==> src/rtl/qdc_pkg.sv <==
package qdc_pkg;

  typedef enum logic [1:0] {
    WT_ZERO = 2'd0,
    WT_POS  = 2'd1,
    WT_NEG  = 2'd2
  } weight_e;

  localparam int PHASE_W = 2;

endpackage

==> src/rtl/qdc_rst_sync.sv <==
module qdc_rst_sync (
  input  logic clk,
  input  logic arst_n,
  output logic rst_n_o
);

  logic stage_q;
  logic out_q;

  always_ff @(posedge clk or negedge arst_n) begin
    if (!arst_n) begin
      stage_q <= 1'b0;
      out_q   <= 1'b0;
    end else begin
      stage_q <= 1'b1;
      out_q   <= stage_q;
    end
  end

  assign rst_n_o = out_q;

endmodule

==> src/rtl/qdc_frame_seq.sv <==
module qdc_frame_seq #(
  parameter int N_CH = 96,
  localparam int CH_W = (N_CH > 1) ? $clog2(N_CH) : 1
) (
  input  logic                          clk,
  input  logic                          rst_n,
  input  logic                          adv,
  output logic [CH_W-1:0]               ch_idx,
  output logic [qdc_pkg::PHASE_W-1:0]   phase
);

  localparam logic [CH_W-1:0] LAST_CH = CH_W'(N_CH - 1);

  logic [CH_W-1:0]             ch_q, ch_nxt;
  logic [qdc_pkg::PHASE_W-1:0] ph_q, ph_nxt;
  logic                        frame_end;

  assign frame_end = (ch_q == LAST_CH);

  always_comb begin
    ch_nxt = ch_q;
    ph_nxt = ph_q;
    if (frame_end) begin
      ch_nxt = '0;
      ph_nxt = ph_q + 1'b1;
    end else begin
      ch_nxt = ch_q + 1'b1;
    end
  end

  always_ff @(posedge clk or negedge rst_n) begin
    if (!rst_n) begin
      ch_q <= '0;
      ph_q <= '0;
    end else if (adv) begin
      ch_q <= ch_nxt;
      ph_q <= ph_nxt;
    end
  end

  assign ch_idx = ch_q;
  assign phase  = ph_q;

  // wrap back to channel 0 after the last channel
  a_r4_ch_wrap: assert property (@(posedge clk) disable iff (!rst_n)
    (adv && ch_q == LAST_CH) |=> (ch_q == '0));

  // phase steps by one at a frame end
  a_r5_phase_step: assert property (@(posedge clk) disable iff (!rst_n)
    (adv && ch_q == LAST_CH) |=> (ph_q == $past(ph_q) + 1'b1));

  // phase is held inside a frame
  a_r5_phase_hold: assert property (@(posedge clk) disable iff (!rst_n)
    !(adv && ch_q == LAST_CH) |=> $stable(ph_q));

  // idle cycles do not move the channel index
  a_r7_ch_hold: assert property (@(posedge clk) disable iff (!rst_n)
    !adv |=> $stable(ch_q));

endmodule

==> src/rtl/qdc_carrier.sv <==
module qdc_carrier (
  input  logic [qdc_pkg::PHASE_W-1:0] phase,
  output qdc_pkg::weight_e            cos_w,
  output qdc_pkg::weight_e            sin_w
);
  import qdc_pkg::*;

  always_comb begin
    unique case (phase)
      2'd0: begin cos_w = WT_POS;  sin_w = WT_ZERO; end
      2'd1: begin cos_w = WT_ZERO; sin_w = WT_POS;  end
      2'd2: begin cos_w = WT_NEG;  sin_w = WT_ZERO; end
      default: begin cos_w = WT_ZERO; sin_w = WT_NEG; end
    endcase
  end

  // cosine and sine are never both non-zero
  always_comb begin
    a_r2_r3_quadrature: assert ((cos_w == WT_ZERO) != (sin_w == WT_ZERO));
  end

endmodule

==> src/rtl/qdc_mix_lane.sv <==
module qdc_mix_lane #(
  parameter int IN_W  = 14,
  parameter int OUT_W = 16
) (
  input  logic                    clk,
  input  logic                    rst_n,
  input  logic                    en,
  input  logic signed [IN_W-1:0]  smp,
  input  qdc_pkg::weight_e        wt,
  output logic signed [OUT_W-1:0] y
);
  import qdc_pkg::*;

  localparam int EXT_W = OUT_W - IN_W;
  localparam logic signed [OUT_W-1:0] POS_LIM = OUT_W'(2 ** (IN_W - 1));
  localparam logic signed [OUT_W-1:0] NEG_LIM = -POS_LIM;

  logic signed [OUT_W-1:0] smp_ext;
  logic signed [OUT_W-1:0] prod;
  logic signed [OUT_W-1:0] y_q;

  assign smp_ext = {{EXT_W{smp[IN_W-1]}}, smp};

  always_comb begin
    unique case (wt)
      WT_POS:  prod = smp_ext;
      WT_NEG:  prod = -smp_ext;
      default: prod = '0;
    endcase
  end

  always_ff @(posedge clk or negedge rst_n) begin
    if (!rst_n) begin
      y_q <= '0;
    end else if (en) begin
      y_q <= prod;
    end
  end

  assign y = y_q;

  // a zero weight yields a zero product
  a_r2_zero_weight: assert property (@(posedge clk) disable iff (!rst_n)
    (en && wt == WT_ZERO) |=> (y_q == '0));

  // output stays within the negated input range
  a_r8_no_overflow: assert property (@(posedge clk) disable iff (!rst_n)
    (y_q <= POS_LIM) && (y_q >= NEG_LIM));

endmodule

==> src/rtl/qdc_downconv.sv <==
module qdc_downconv #(
  parameter int N_CH  = 96,
  parameter int IN_W  = 14,
  parameter int OUT_W = 16,
  localparam int CH_W = (N_CH > 1) ? $clog2(N_CH) : 1
) (
  input  logic                    clk,
  input  logic                    rst_n,
  input  logic                    in_valid,
  input  logic [IN_W-1:0]         in_code,
  output logic                    out_valid,
  output logic signed [OUT_W-1:0] out_i,
  output logic signed [OUT_W-1:0] out_q,
  output logic [CH_W-1:0]         out_ch
);
  import qdc_pkg::*;

  localparam int N_LANE = 2;

  logic                    srst_n;
  logic [CH_W-1:0]         ch_idx;
  logic [PHASE_W-1:0]      phase;
  weight_e                 cos_w, sin_w;
  logic signed [IN_W-1:0]  smp;
  logic signed [OUT_W-1:0] lane_y [N_LANE];
  logic                    vld_q;
  logic [CH_W-1:0]         ch_q;

  qdc_rst_sync u_rst (
    .clk     (clk),
    .arst_n  (rst_n),
    .rst_n_o (srst_n)
  );

  qdc_frame_seq #(.N_CH(N_CH)) u_seq (
    .clk    (clk),
    .rst_n  (srst_n),
    .adv    (in_valid),
    .ch_idx (ch_idx),
    .phase  (phase)
  );

  qdc_carrier u_car (
    .phase (phase),
    .cos_w (cos_w),
    .sin_w (sin_w)
  );

  // Offset-binary to two's complement: invert the top bit
  assign smp = {~in_code[IN_W-1], in_code[IN_W-2:0]};

  for (genvar L = 0; L < N_LANE; L++) begin : g_lane
    weight_e lane_w;
    assign lane_w = (L == 0) ? cos_w : sin_w;
    qdc_mix_lane #(.IN_W(IN_W), .OUT_W(OUT_W)) u_mix (
      .clk   (clk),
      .rst_n (srst_n),
      .en    (in_valid),
      .smp   (smp),
      .wt    (lane_w),
      .y     (lane_y[L])
    );
  end

  always_ff @(posedge clk or negedge srst_n) begin
    if (!srst_n) begin
      vld_q <= 1'b0;
    end else begin
      vld_q <= in_valid;
    end
  end

  always_ff @(posedge clk or negedge srst_n) begin
    if (!srst_n) begin
      ch_q <= '0;
    end else if (in_valid) begin
      ch_q <= ch_idx;
    end
  end

  assign out_valid = vld_q;
  assign out_i     = lane_y[0];
  assign out_q     = lane_y[1];
  assign out_ch    = ch_q;

  // output valid follows input valid by one cycle
  a_r6_valid_follow: assert property (@(posedge clk) disable iff (!srst_n)
    in_valid |=> out_valid);
  a_r6_valid_drop: assert property (@(posedge clk) disable iff (!srst_n)
    !in_valid |=> !out_valid);

  // outputs hold across idle cycles
  a_r7_out_hold: assert property (@(posedge clk) disable iff (!srst_n)
    !in_valid |=> ($stable(out_i) && $stable(out_q) && $stable(out_ch)));

endmodule

==> config.mk <==
export PLATFORM = sky130hd
export DESIGN_NAME = qdc_downconv
export DESIGN_NICKNAME = d
export VERILOG_FILES = /design/src/rtl/qdc_pkg.sv /design/src/rtl/qdc_rst_sync.sv /design/src/rtl/qdc_frame_seq.sv /design/src/rtl/qdc_carrier.sv /design/src/rtl/qdc_mix_lane.sv /design/src/rtl/qdc_downconv.sv
export SDC_FILE = /design/constraint.sdc
export NUM_CORES = 1
export LEC_CHECK = 0
export BUFFER_PORTS_ARGS = -buffer_cell sky130_fd_sc_hd__buf_2
export CAP_MARGIN = 20
export CELL_PAD_IN_SITES_DETAIL_PLACEMENT = 0
export CELL_PAD_IN_SITES_GLOBAL_PLACEMENT = 1
export CORE_ASPECT_RATIO = 0.5
export CORE_UTILIZATION = 40
export CTS_CLUSTER_SIZE = 16
export DETAILED_ROUTE_END_ITERATION = 12
export PLACE_DENSITY_LB_ADDON = 0.3
export SYNTH_ARGS = -nofsm -noshare
export SYNTH_HDL_FRONTEND = slang
export SYNTH_SLANG_ARGS = --single-unit
==> constraint.sdc <==
create_clock -name clk -period 2.3 [get_ports clk]
set_clock_uncertainty 0.1 [all_clocks]
set_input_delay 0.345 -clock clk [delete_from_list [all_inputs] [get_ports clk]]
set_output_delay 0.345 -clock clk [all_outputs]
set_load 0.02 [all_outputs]
==> results of run 1 <==
==> what timing repair did <==
item,in CTS,in global routing
hold endpoints to repair,2,0
buffers inserted,0,0
hold buffers,1,0
==> worst max-delay path by stage <==
stage / from / to / slack, ns / depth (start not counted)
CTS: u_seq.phase[0]$_DFFE_PN0P_ / g_lane[0].u_mix.y[5]$_DFFE_PN0P_ / 0.47 / 5
global placement: in_code[0] / g_lane[0].u_mix.y[6]$_DFFE_PN0P_ / 0.28 / 7
detailed placement: in_code[0] / g_lane[1].u_mix.y[6]$_DFFE_PN0P_ / 0.23 / 7
finish: u_seq.phase[0]$_DFFE_PN0P_ / g_lane[0].u_mix.y[5]$_DFFE_PN0P_ / 0.49 / 5
global route: u_seq.phase[0]$_DFFE_PN0P_ / g_lane[0].u_mix.y[5]$_DFFE_PN0P_ / 0.38 / 5
floorplan: in_code[0] / g_lane[0].u_mix.y[6]$_DFFE_PN0P_ / 0.39 / 6
==> area by class of cell <==
type	count	share of cell area, %
multi-input cells	199	39.7
flip-flops and latches	51	39.3
repair buffers	71	12.2
clock buffers	5	3.85
well taps	88	3.38
inverters	8	0.923
clock inverters	3	0.692
==> placed cells by master (no fill, tap or decap), drive strengths merged, types with 3 or more instances in the layout <==
cell type  count
a21oi         30
ha             6
or3            4
nand3          7
a41o           3
a32oi          3
nand4          3
a31oi         11
inv            8
nand2         14
nor3b          5
nor3           8
mux2          10
dfrtp         51
o21ai         10
nand3b         4
buf           70
a21o           6
clkinv         3
clkbuf         5
nor4           4
xnor2          6
nor2          33
==> per-layer routing <==
metal	up-vias	global-route usage [%]
li1	1131	-
met1	1090	26.3
met2	64	30.5
met3	7	5.92
met4	0	4.40
met5	-	0
==> per-stage QoR <==
step / setup slack, ns / hold WS [ns] / instances / util [%]
after detailed placement: 0.228 / 0.0310 / 416 / 49.3
after global placement: 0.277 / 0.0299 / 416 / 49.3
after CTS: 0.470 / 0.246 / 425 / 51.8
after floorplan: 0.386 / -0.0506 / 279 / -
after global routing: 0.380 / 0.251 / 425 / 51.8
final: 0.489 / 0.249 / 425 / 51.8
==> cells by family (layout without fill, tap and decap cells) <==
group	Yosys count	in the layout	synth area share, %
flops	51	51	47.5
mux	12	12	4.93
buf+inv	29	87	4.47
other cells	1	1	0.139
xor+xnor	8	8	2.61
simple gates	95	95	19.5
fa+ha+maj	6	6	2.79
compound gates	77	77	18.1
==> power by group <==
group / switching [W] / total, W / leakage [nW] / internal [W]
clock network: 0.000347 / 0.000757 / 0.0746 / 0.000410
registers: 0.000122 / 0.00119 / 0.616 / 0.00106
logic: 0.000363 / 0.000617 / 0.771 / 0.000254
==> state kept, by name, indices dropped and copies added, names as in the netlist <==
signal	count
u_rst.rst_n_o	1
u_rst.stage_q	1
g_lane.u_mix.y	32
out_ch	7
u_seq.ch_idx	7
out_valid	1
u_seq.phase	2
==> worst register-to-register path: stages, from the launching register on <==
cell and delay, ns:
dfrtp_1 0.43, inv_1 0.13, ha_1 0.54, a31oi_1 0.08, mux2_2 0.30, a21oi_1 0.15
==> flow_summary.toml, run 1 <==
[setup_path]
path_class = "register to register"
crit_path_start_kind = "register"
cp.required_ns = 2.41
crit_buf_inv = 1
cpPeakStageDelay_ns = 0.54
critPathMaxFanout = 13
crit_arrival_ns = 1.93
path_delay_family = "adder cells"
cpMaxStageDelayCell = "ha_1"
r2r-start = "u_seq.phase[0]$_DFFE_PN0P_"
worstSetupEndpointType = "register"
r2r_setup_slack_ns = 0.49
r2r-end = "g_lane[0].u_mix.y[5]$_DFFE_PN0P_"
crit_chain = "inv_1 -> ha_1 -> a31oi_1 -> mux2_2 -> a21oi_1"
reg2reg_depth = 5

[timing]
finalMaxSlewViolations = 0
worstMarginPinSlew_ns = 0.632
finalHoldViolCount = 0
timing.slew.headroom_pct = 57.9
min_period_ns = 1.81
grt_setup_unrepaired = "no"
fin_crit_sh_pct = 78.7
finalSetupTns_ns = 0
setup_viol = 0
clock.fmax_mhz = 552

[clock_network]
root_buffer = "clkbuf_16"
cts.sinks = 51
cts_tree = "built"
cts_resized = 0
clk_latency_ns = 0.29
numCtsBuffers = 5
h-tree-depth = 2
clk_path_buf_depth = 2
path_clk_slew_ns = 0.07

[synth]
synth_cells = 279
syn_area_mm2 = 0.00269
yosysSeqAreaShare_pct = 47.5
async_flop_share_pct = 100
synth.most_common_cell = "dfrtp_1"
ys_seq_elements = 51
synth_common_cells = "51 x dfrtp_1, 33 x nor2_1, 30 x a21oi_1"
yosys-top-cells-area = "dfrtp_1 47%, a21oi_1 5.6%, nor2_1 4.6%, mux2_2 4.2%, ha_1 2.8%"
yosysTopAreaCellShare_pct = 47.5
synth_cell_types = 53
synth_top_area_cell = "dfrtp_1"
synth_ff_type = "dfrtp_1"
synth_nets = 302
yosysWarnings = 0
syn_area_per_cell_um2 = 9.64
synth-edff-count = 0

[cells_and_area]
area_growth_pct = 21.0
nFillCells = 608
stdcell_area_mm2 = 0.00325
nNetsFinal = 359
ff_latch_area_mm2 = 0.00128
diodes = 0
multi_input_area_mm2 = 0.00129
drive_gt1_share_pct = 28.2

[grt]
grt_pass1_vias = 2102
grt_remaining_overflow = 0
grt_pass1_wl_um = 10500
grt_max_degree = 50
grt_use_total_pct = 19.3
antenna_found_initial = 0

[detailed_routing]
routed-wl-met2_um = 2790
viasPerCell = 5.39
wl_met1_um = 3070
vias = 2292
wl_met3_um = 443
finalWirelength_um = 6360
routedWlPerCell_um = 15.0
top_layer = "met4"
first_iter_violations = 111
route.detailed.drc = 0
dr.pass1.iters = 4
ant_nets = 0

[power]
p_per_area_mw_per_mm2 = 787
fin_total_pwr_w = 0.00256
ir_worst_vdd_uv = 510
leakage_nw = 1.46

[placed_design]
io_buffers = 56
hpwlAfterDp_um = 4390
dpl_cell_area_mm2 = 0.00310
gp_congestion = 0.832

[outcome]
status = "complete, no violations"

[floorplanning]
row_count = 20
core_area_mm2 = 0.00628
io_pins = 57
initial_core_util_pct = 42.8
dieArea_mm2 = 0.00707
die_h_um = 60.0
die_w_um = 118

[flow_run]
drv_cap = 0

[min_path]
holdCritPathClass = "register to async pin"
Power figures use the tool's default switching activity.
==> inputs of run 2 (changes only) <==
- ABC_AREA: not set -> 1
- clock period: 2.3 -> 1.7 ns (I/O delays scaled with it)
==> flow_summary.toml, run 2 <==
[timing]
finalHoldViolCount = 0
clock.fmax_mhz = 662
finalSetupTns_ns = 0
min_period_ns = 1.51
fin_crit_sh_pct = 88.9
setup_viol = 0
grt_setup_unrepaired = "no"
finalMaxSlewViolations = 0

[grt]
grt_max_degree = 50
antenna_found_initial = 0
grt_pass1_vias = 2174
grt_pass1_wl_um = 10100
grt_use_total_pct = 19.7
grt_remaining_overflow = 0

[flow_run]
drv_cap = 0

[cells_and_area]
diodes = 0
area_growth_pct = 24.7
final_cell_mix = "56 x buf_2, 50 x a21oi_1, 50 x dfrtp_1"
multi_input_area_mm2 = 0.00115
nNetsFinal = 390
nFillCells = 603
utilization_pct = 52.2
final_common_cell = "buf_2"
drive_gt1_share_pct = 27.7
ff_latch_area_mm2 = 0.00128
largest_reg_flops = 32

[detailed_routing]
vias = 2277
first_iter_violations = 132
routedWlPerCell_um = 13.1
route.detailed.drc = 0
finalWirelength_um = 5950
dr.pass1.iters = 4
ant_nets = 0
viasPerCell = 4.99

[synth]
syn_area_per_cell_um2 = 8.42
synth_ff_type = "dfrtp_1"
synth.most_common_cell = "dfrtp_1"
synth_top_area_cell = "dfrtp_1"
synth-edff-count = 0
synth_common_cells = "51 x dfrtp_1, 50 x a21oi_1, 48 x nand2_1"
yosysWarnings = 0
ys_seq_elements = 51
yosysSeqAreaShare_pct = 49.7
syn_area_mm2 = 0.00257
yosys-top-cells-area = "dfrtp_1 50%, a21oi_1 9.7%, nand2_1 7.0%, nor2_1 6.0%, nand3_1 4.5%"
yosysTopAreaCellShare_pct = 49.7
synth_cell_types = 30
synth_nets = 328
synth_cells = 305
async_flop_share_pct = 100

[setup_path]
cp.required_ns = 1.76
cpPeakStageDelay_ns = 0.43
crit_buf_inv = 1
crit_top_cell = "a21oi_1"
path_class = "register to register"
crit_path_start = "u_seq.phase[0]$_DFFE_PN0P_"
worstSetupEndpointType = "register"
endpoint = "g_lane[0].u_mix.y[15]$_DFFE_PN0P_"
r2r_setup_slack_ns = 0.19
path_delay_family = "compound AO/OA/AOI/OAI gates"
crit_chain = "inv_1 -> ha_1 -> a21oi_1 -> a21oi_1"
reg2reg_depth = 4
cpMaxStageDelayCell = "dfrtp_1"
crit_cells = 4
r2r-end = "g_lane[0].u_mix.y[15]$_DFFE_PN0P_"
r2r-start = "u_seq.phase[0]$_DFFE_PN0P_"
critPathMaxFanout = 5
crit_arrival_ns = 1.57
crit_path_start_kind = "register"

[power]
comb_power_share_pct = 28.7
leakage_nw = 1.56
p_seq_share_pct = 41.5
p_int_w = 0.00262
p_per_area_mw_per_mm2 = 1240
clockPowerShare_pct = 29.8
switchingPower_w = 0.00137
sw_frac_of_total_pct = 34.3
ir_worst_vdd_uv = 398

[clock_network]
path_clk_slew_ns = 0.07
clk_path_buf_depth = 2
cts_tree = "built"
cts_resized = 0
cts_setup_buffers = 0
root_buffer = "clkbuf_16"
numCtsBuffers = 5
h-tree-depth = 2
clk_latency_ns = 0.29
cts.sinks = 51

[outcome]
status = "complete, no violations"

[placed_design]
hpwlAfterDp_um = 4290
io_buffers = 56
gp_congestion = 0.815

[floorplanning]
die_h_um = 58.7
io_pins = 57
initial_core_util_pct = 41.9
row_count = 20
dieArea_mm2 = 0.00677
die_w_um = 115
core_area_mm2 = 0.00613

[min_path]
holdCritPathClass = "register to async pin"
==> run 2: area by class of cell <==
| class | count | area share (%) |
|---|---|---|
| Sequential cell | 51 | 39.9 |
| Multi-Input combinational cell | 218 | 35.9 |
| Timing Repair Buffer | 67 | 12.6 |
| Clock buffer | 6 | 4.34 |
| Tap cell | 88 | 3.44 |
| Inverter | 24 | 2.81 |
| Clock inverter | 2 | 1.09 |
==> run 2: timing repair <==
item / 4_1_cts / 5_1_grt
hold endpoints to repair: 2 / 0
hold buffers: 1 / 0
endpoints found under the setup margin: 0 / 0
==> run 2: logic make-up after synthesis <==
kind of cell,after synthesis,synth area share (%)
AOI/OAI and AO/OA,68,14.3
DFF,51,49.7
adders and majority gates,6,2.92
and+or+nand+nor,138,25.3
other,1,0.146
xor gates and xnor gates,5,2.00
buffers and inverters,36,5.60
==> run 2: how the worst min path moves through the flow <==
| stage | start | end | slack [ns] | depth (start not counted) |
|---|---|---|---|---|
| after CTS | rst_n | u_rst.rst_n_o$_DFF_PN0_ | 0.16 | 2 |
| after detailed placement | rst_n | u_rst.stage_q$_DFF_PN0_ | -0.06 | 1 |
| final | u_rst.rst_n_o$_DFF_PN0_ | g_lane[0].u_mix.y[5]$_DFFE_PN0P_ | 0.15 | 1 |
| after floorplan | rst_n | u_rst.rst_n_o$_DFF_PN0_ | -0.14 | 0 |
| after global placement | rst_n | u_rst.stage_q$_DFF_PN0_ | -0.06 | 1 |
| after global routing | rst_n | u_rst.stage_q$_DFF_PN0_ | 0.17 | 2 |
==> run 2: worst reg2reg max path: stages (launching register included) <==
cell and delay [ns]:
dfrtp_1 0.43, inv_1 0.11, ha_1 0.27, a21oi_1 0.33, a21oi_1 0.13
==> run 2: through the flow <==
| stage | instance area (um2) | total power, W | worst slack, ns | cells | hold WS, ns |
|---|---|---|---|---|---|
| 6_report | 3200 | 0.00398 | 0.188 | 456 | 0.147 |
| 3_5_place_dp | 3020 | 0.00283 | 0.0896 | 447 | -0.0585 |
| 5_1_grt | 3200 | 0.00423 | 0.0468 | 456 | 0.174 |
| 4_1_cts | 3200 | 0.00403 | 0.172 | 456 | 0.162 |
| 3_3_place_gp | 3020 | 0.00280 | 0.130 | 447 | -0.0595 |
| 2_1_floorplan | 2570 | 0.00242 | 0.0752 | 305 | -0.141 |
==> run 2: layer usage <==
layer / track usage, % / share of wire (%) / vias up
met5: 0 / 0 / -
met4: 7.98 / 1.5 / 0
met3: 5.46 / 4.8 / 10
met2: 31.0 / 45 / 51
met1: 26.0 / 48 / 1090
li1: - / - / 1126
==> run 2: power groups by stage <==
stage / registers (W) / logic, W / clock network (W)
6_report: 0.00165 / 0.00114 / 0.00118
3_3_place_gp: 0.00167 / 0.00114 / 0
5_1_grt: 0.00169 / 0.00128 / 0.00126
4_1_cts: 0.00166 / 0.00116 / 0.00121
3_5_place_dp: 0.00168 / 0.00115 / 0
2_1_floorplan: 0.00190 / 0.000518 / 0
